===== src/rtl/spx_pkg.sv =====
package spx_pkg;

    // Positions of the serial pins inside the synchronizer vector
    typedef enum int unsigned {
        CH_CLK = 0,
        CH_DAT = 1,
        CH_CLR = 2
    } sync_ch_e;

    localparam int unsigned NUM_CH = 3;

    // Per-cycle serial events in the system clock domain
    typedef struct packed {
        logic clr;   // synchronized clear level
        logic rise;  // serial clock rose this cycle
        logic fall;  // serial clock fell this cycle
        logic dat;   // data sample aligned with the edge
    } ser_evt_t;

    // A falling edge with data high loads the latch
    function automatic logic is_strobe(input ser_evt_t e);
        return e.fall & e.dat;
    endfunction

endpackage


===== src/rtl/spx_sync.sv =====
module spx_sync #(
    parameter int unsigned WIDTH  = 3,
    parameter int unsigned STAGES = 2   // must be at least 2
) (
    input  logic             clk,
    input  logic             rst,
    input  logic [WIDTH-1:0] din,
    output logic [WIDTH-1:0] dout
);

    logic [STAGES-1:0][WIDTH-1:0] chain_q;

    always_ff @(posedge clk) begin
        if (rst) begin
            chain_q <= '0;
        end else begin
            chain_q <= {chain_q[STAGES-2:0], din};
        end
    end

    assign dout = chain_q[STAGES-1];

endmodule


===== src/rtl/spx_edge.sv =====
module spx_edge
    import spx_pkg::*;
(
    input  logic              clk,
    input  logic              rst,
    input  logic [NUM_CH-1:0] sync_in,
    output ser_evt_t          evt
);

    logic sclk_prev_q;

    always_ff @(posedge clk) begin
        if (rst) begin
            sclk_prev_q <= 1'b0;
        end else begin
            sclk_prev_q <= sync_in[CH_CLK];
        end
    end

    always_comb begin
        evt.rise = sync_in[CH_CLK] & ~sclk_prev_q;
        evt.fall = ~sync_in[CH_CLK] & sclk_prev_q;
        evt.dat  = sync_in[CH_DAT];
        evt.clr  = sync_in[CH_CLR];
    end

endmodule


===== src/rtl/spx_core.sv =====
module spx_core
    import spx_pkg::*;
#(
    parameter int unsigned WIDTH = 9
) (
    input  logic             clk,
    input  logic             rst,
    input  ser_evt_t         evt,
    output logic [WIDTH-1:0] latch_q
);

    logic [WIDTH-1:0] stage_q;
    logic             wipe;

    assign wipe = rst | evt.clr;

    always_ff @(posedge clk) begin
        if (wipe) begin
            stage_q <= '0;
            latch_q <= '0;
        end else begin
            if (evt.rise) begin
                stage_q <= {stage_q[WIDTH-2:0], ~evt.dat};
            end
            if (is_strobe(evt)) begin
                latch_q <= stage_q;
            end
        end
    end


    shift_in_chk: assert property (@(posedge clk) disable iff (rst)
        (evt.rise && !evt.clr) |=> (stage_q[0] == !$past(evt.dat)));


    shift_move_chk: assert property (@(posedge clk) disable iff (rst)
        (evt.rise && !evt.clr) |=> (stage_q[WIDTH-1:1] == $past(stage_q[WIDTH-2:0])));


    latch_load_chk: assert property (@(posedge clk) disable iff (rst)
        (evt.fall && evt.dat && !evt.clr) |=> (latch_q == $past(stage_q)));


    latch_hold_chk: assert property (@(posedge clk) disable iff (rst)
        (!(evt.fall && evt.dat) && !evt.clr) |=> $stable(latch_q));


    clear_chk: assert property (@(posedge clk) disable iff (rst)
        evt.clr |=> (stage_q == '0 && latch_q == '0));

endmodule


===== src/rtl/serial_port_expander.sv =====
module serial_port_expander
    import spx_pkg::*;
#(
    parameter int unsigned WIDTH       = 9,
    parameter int unsigned SYNC_STAGES = 2
) (
    input  logic             clk,
    input  logic             rst,
    input  logic             ser_clk,
    input  logic             ser_dat,
    input  logic             ser_clr,
    output logic [WIDTH-1:0] par_out
);

    logic [NUM_CH-1:0] pins_raw;
    logic [NUM_CH-1:0] pins_sync;
    ser_evt_t          evt;
    logic [WIDTH-1:0]  latch_q;

    assign pins_raw = {ser_clr, ser_dat, ser_clk};

    spx_sync #(
        .WIDTH  (NUM_CH),
        .STAGES (SYNC_STAGES)
    ) u_sync (
        .clk  (clk),
        .rst  (rst),
        .din  (pins_raw),
        .dout (pins_sync)
    );

    spx_edge u_edge (
        .clk     (clk),
        .rst     (rst),
        .sync_in (pins_sync),
        .evt     (evt)
    );

    spx_core #(
        .WIDTH (WIDTH)
    ) u_core (
        .clk     (clk),
        .rst     (rst),
        .evt     (evt),
        .latch_q (latch_q)
    );

    assign par_out = ~latch_q;


    out_stable_chk: assert property (@(posedge clk) disable iff (rst)
        (!is_strobe(evt) && !evt.clr) |=> $stable(par_out));


    sys_reset_chk: assert property (@(posedge clk)
        rst |=> (par_out == '1));

endmodule


===== config.mk =====
export PLATFORM = sky130hd
export DESIGN_NAME = serial_port_expander
export DESIGN_NICKNAME = d
export VERILOG_FILES = /design/src/rtl/spx_pkg.sv /design/src/rtl/spx_sync.sv /design/src/rtl/spx_edge.sv /design/src/rtl/spx_core.sv /design/src/rtl/serial_port_expander.sv
export SDC_FILE = /design/constraint.sdc
export NUM_CORES = 1
export LEC_CHECK = 0
export ABC_AREA = 1
export BUFFER_PORTS_ARGS = -buffer_cell sky130_fd_sc_hd__buf_2
export CAP_MARGIN = 20
export CORE_ASPECT_RATIO = 1.5
export CORE_MARGIN = 2
export CORE_UTILIZATION = 45
export CTS_BUF_LIST = sky130_fd_sc_hd__clkbuf_8 sky130_fd_sc_hd__clkbuf_16
export CTS_CLUSTER_SIZE = 10
export DETAILED_ROUTE_END_ITERATION = 12
export PLACE_DENSITY = 0.66
export SYNTH_ARGS = -nofsm -noshare
export SYNTH_HDL_FRONTEND = slang
export SYNTH_SLANG_ARGS = --single-unit

===== constraint.sdc =====
create_clock -name clk -period 0.9 [get_ports clk]
set_input_delay 0 -clock clk [delete_from_list [all_inputs] [get_ports clk]]
set_output_delay 0 -clock clk [all_outputs]
set_load 0.02 [all_outputs]

## Word-level counts from Yosys, hierarchy flattened

Index checks and enable logic that the tools add are counted.

- Memories kept: 0
- Memory bits (read-only): 0
- Memory bits (writable): 0
- Bits in latches: 0
- Flip-flop bits (word level): 25
- Output and inout port bits: 9
- Input bits: 5

- Add/sub/neg operators: 0
- Shifts and indexed selects: 0
- Multiplexer cells: 0
- Eq/ne operators: 0
- $lt $le $gt $ge: 0
- Reduce and logical (&&, ||, !) cells: 0
- Multipliers: 0
- Bitwise operators: 8
- Divide/modulo/power cells: 0

Operators by type and width:

| kind | count |
|---|---|
| 9-bit NOT | 1 |
| 1-bit AND | 3 |
| 1-bit NOT | 3 |
| 1-bit bitwise OR | 1 |

## Longest topological paths before layout

- Depth in word-level cells: 3
- Depth in mapped cells: 6
- Depth with buffers taken out: 6

## Hierarchy

From an unflattened synthesis, not the netlist that was laid out.

- Cell total of the unflattened synthesis: 135
- Area total of the unflattened synthesis: 975.9 sq um

By module, submodules not included:

| module | cells an instance | instances | area an instance (sq um) |
|---|---|---|---|
| spx_core | 97 | 1 | 700.7 |
| spx_sync | 21 | 1 | 187.7 |
| spx_edge | 8 | 1 | 53.8 |
| serial_port_expander | 9 | 1 | 33.8 |

## Worst setup path after synthesis

OpenSTA, ideal clock, no wires.

- Path type: register to register
- From: register u_sync.chain_q, in the netlist u_sync.dout[0]
- To: register u_core.latch_q[0]
- Path slack: 0.054 ns
- Arrival time: 0.733 ns
- Library setup time: 0.113 ns
- Path buffers: 1
- Clock period less this slack: 0.846 ns
- Cell stages (with the launch flop): 6
- Cells stage by stage: dfxtp_1 inv_2 nand3_4 buf_6 nor2_1 nor2_1

- Cells in the longest elaborated chain, start to end: 3

RTL lines:

| item | RTL line | RTL |
|---|---|---|
| start: declaration | spx_sync.sv:11 | `logic [STAGES-1:0][WIDTH-1:0] chain_q;` |
| start signal: assignment | spx_sync.sv:17 | `chain_q <= {chain_q[STAGES-2:0], din};` |
| 1-bit NOT | spx_edge.sv:22 | `evt.fall = ~sync_in[CH_CLK] & sclk_prev_q;` |
| 1-bit AND | spx_edge.sv:22 |  |
| 1-bit AND | spx_pkg.sv:22 | `return e.fall & e.dat;` |
| end signal: assignment | spx_core.sv:26 | `latch_q <= stage_q;` |
| end: declaration | spx_core.sv:9 | `output logic [WIDTH-1:0] latch_q` |

No other way between the ends.
A chain may end at the register's enable or synchronous reset.

## Worst setup path after layout

- From: register u_edge.sclk_prev_q
- To: register u_core.latch_q[2]

- Cells in the longest elaborated chain, start to end: 2

RTL lines:

| item | RTL line | RTL |
|---|---|---|
| start: declaration | spx_edge.sv:10 | `logic sclk_prev_q;` |
| start signal: assignment | spx_edge.sv:16 | `sclk_prev_q <= sync_in[CH_CLK];` |
| 1-bit AND | spx_edge.sv:22 |  |
| 1-bit AND | spx_pkg.sv:22 |  |

No other way between the ends.

==> results.cfg <==
[setup_path]
r2r-start = u_edge.sclk_prev_q
critPathMaxFanout = 9
rrSetupSlack_ns = 0.04
critPathArrivalTime_ns = 1.07
required_ns = 1.11
crit_path_end_kind = flip-flop
reg2regPathDepth = 5
rr_endpoint = u_core.latch_q[2]
crit_type = reg2reg
critPathLaunchType = flip-flop

[synth]
yosysSeqAreaShare = 0.545
synth_seq_cells = 25
synth_top_area_frac = 0.545
synth.most_common_cell = nor2_1
synth_edf_count = 0
syn-num-nets = 125
synth.avg_cell_area_um2 = 7.65
syn_area_um2 = 918
synthCells = 120
yosys_warnings = 0
synth.distinct_cells = 11
yosys.area.top_type = dfxtp_1
synthArstFlopShare = 0
yosys-top-cells-count = 43 x nor2_1, 25 x dfxtp_1, 20 x nand2_1
yosys-top-cells-area = dfxtp_1 54%, nor2_1 18%, nand2_1 8.2%
ys.flop_type = dfxtp_1

[layout]
drive_above_1_share = 0.234
finalNetCount = 151
antenna_cells = 0
final_area_um2 = 1150
syn_to_final_growth_pct = 25.6

[floorplan]
io_pins = 14
die_area_um2 = 2430
core-area_um2 = 1980
die_y_um = 59.3
start_util = 0.465
row_count = 20
die_w_um = 40.9

[place]
dpl.hpwl_um = 946
gp_congestion = 0.696
io_buffers = 13
placed_cell_area_um2 = 981
post-place-ws_ns = -0.0406

[min_path]
worstHoldStart = rst
min_path_type = in2reg
whs_endpoint = u_sync.dout[2]
min_path_cells = 2

[detailed_routing]
drt_iter0_drc = 23
via_count = 774
drtPass1Iterations = 4
drt-total-wl_mm = 1.75
postRouteAntennaNets = 0
vias_per_cell = 4.63
post-route-drc-count = 0
wl_per_cell_um = 10.5

[timing]
fin_ws_ns = 0.0399
finalSetupViolations = 0
finalHoldViolations = 0
fin_crit_ns = 0.860
clock_skew_ns = 0.00118
slew_viol_final = 0
tightestPinTransition_ns = 0.291
slew-limit-headroom = 0.806
rsz0062_at_grt = yes
period_share = 0.956
clock.fmax_ghz = 1.16

[clocking]
path_clk_slew_ns = 0.08
cts.path.max_buffers = 2
cts_root_buf = clkbuf_8
cts_buffers = 3
clk_latency_ns = 0.27
htree_levels = 1
cts_sinks = 25
cts_tree = done

[grt]
first_global_vias = 630
grt_pass1_wl_mm = 2.44
grt_max_degree = 19
antenna_found_initial = 0
track_usage = 0.151
grt.overflow.total = 0

[power_and_ir_drop]
powerDensity_nw_per_um2 = 1680
p_switching_uw = 441
leakagePower_nw = 0.552
ir_drop_mv = 1.22
power.share.clock = 0.327
switching_share = 0.228
p_comb_frac = 0.071
intPower_mw = 1.50
power_frac_seq = 0.601

[run]
drv_cap = 0

[outcome]
status = completed
-- kinds of logic after synthesis --
family,after synthesis,synth area share
simple gates,66,0.305
flops,25,0.545
buf+inv,21,0.106
compound gates,8,0.0436
-- flip-flops by register name (all words and copies together) (netlist names) --
signal / flops
u_core.stage_q: 9
u_core.latch_q: 9
u_sync.chain_q: 3
u_edge.sclk_prev_q: 1
u_sync.dout: 3
-- power groups by stage --
stage | combinational, mW | clock (mW) | sequential (mW)
after floorplan | 0.0871 | 0 | 1.18
after global placement | 0.0984 | 0 | 1.19
after detailed placement | 0.101 | 0 | 1.19
after CTS | 0.114 | 0.658 | 1.16
after global routing | 0.156 | 0.699 | 1.17
final | 0.138 | 0.634 | 1.17
-- through the flow --
| step | setup TNS (ns) | hold slack [ns] | utilization | instances | power [mW] |
|---|---|---|---|---|---|
| final | 0 | 0.0803 | 0.584 | 167 | 1.94 |
| after global routing | -0.144 | 0.0950 | 0.584 | 167 | 2.03 |
| after CTS | -0.0275 | 0.0419 | 0.536 | 159 | 1.93 |
| after detailed placement | -0.195 | 0.209 | 0.496 | 152 | 1.29 |
| after global placement | 0 | 0.202 | 0.496 | 152 | 1.28 |
| after floorplan | 0 | 0.107 | - | 120 | 1.27 |
-- worst max path at each step --
| stage | start | to | slack, ns | depth (start not counted) |
|---|---|---|---|---|
| 4_1_cts | u_sync.dout[0] | u_core.latch_q[7] | -0.02 | 5 |
| 3_5_place_dp | u_edge.sclk_prev_q | u_core.stage_q[1] | -0.04 | 5 |
| 3_3_place_gp | u_edge.sclk_prev_q | u_core.stage_q[1] | 0.004 | 5 |
| 5_1_grt | u_edge.sclk_prev_q | u_core.stage_q[4] | -0.03 | 4 |
| 6_report | u_edge.sclk_prev_q | u_core.latch_q[2] | 0.04 | 5 |
| 2_1_floorplan | u_sync.dout[0] | u_core.latch_q[0] | 0.05 | 5 |
-- cell usage in the layout (no fill, tap or decap) --
master / Yosys / final
buf_2: 0 / 13
nor2_8: 1 / 1
inv_1: 16 / 16
dlygate4sd3_1: 0 / 3
nand2_2: 1 / 1
nor2_1: 43 / 43
nand2_1: 20 / 20
o21ai_0: 8 / 4
o21ai_1: 0 / 4
inv_4: 0 / 1
nor2_4: 0 / 1
nand2_4: 0 / 1
nand3_2: 0 / 1
dfxtp_4: 0 / 2
nor2_2: 0 / 1
inv_2: 2 / 1
nand3_4: 1 / 2
dfxtp_1: 25 / 21
buf_4: 1 / 2
dfxtp_2: 0 / 2
inv_6: 0 / 2
clkbuf_8: 0 / 3
-- worst max-delay path: stages (launching register included) --
cell and delay, ns:
dfxtp_4 0.36, buf_4 0.12, nand3_4 0.11, nand2_1 0.09, nand2_1 0.05, nor2_1 0.07
-- layout make-up --
type | instances | area (um2)
tap | 22 | 27.5
timing repair inverter | 1 | 6.26
inverter | 18 | 77.6
sequential | 25 | 510
clock buffer | 3 | 41.3
clock inverter | 1 | 3.75
multi-input combinational | 79 | 377
fill | 185 | 823
timing repair buffer | 18 | 110
-- per-layer routing --
| metal | vias to the layer above | track usage | wire, um |
|---|---|---|---|
| met5 | - | 0 | 0 |
| met1 | 339 | 0.162 | 752 |
| met3 | 5 | 0.0338 | 63 |
| li1 | 410 | - | - |
| met4 | 0 | 0.114 | 51 |
| met2 | 20 | 0.239 | 884 |
-- what timing repair did --
item / 4_1_cts / 5_1_grt
hold endpoints to repair: 3 / 0
resized for setup: 2 / 16
buffers inserted: 0 / 2
hold buffers: 3 / 0
gates cloned: 0 / 6
endpoints found under the setup margin: 11 / 18
pin swaps: 1 / 5
Power figures use the tool's default switching activity.
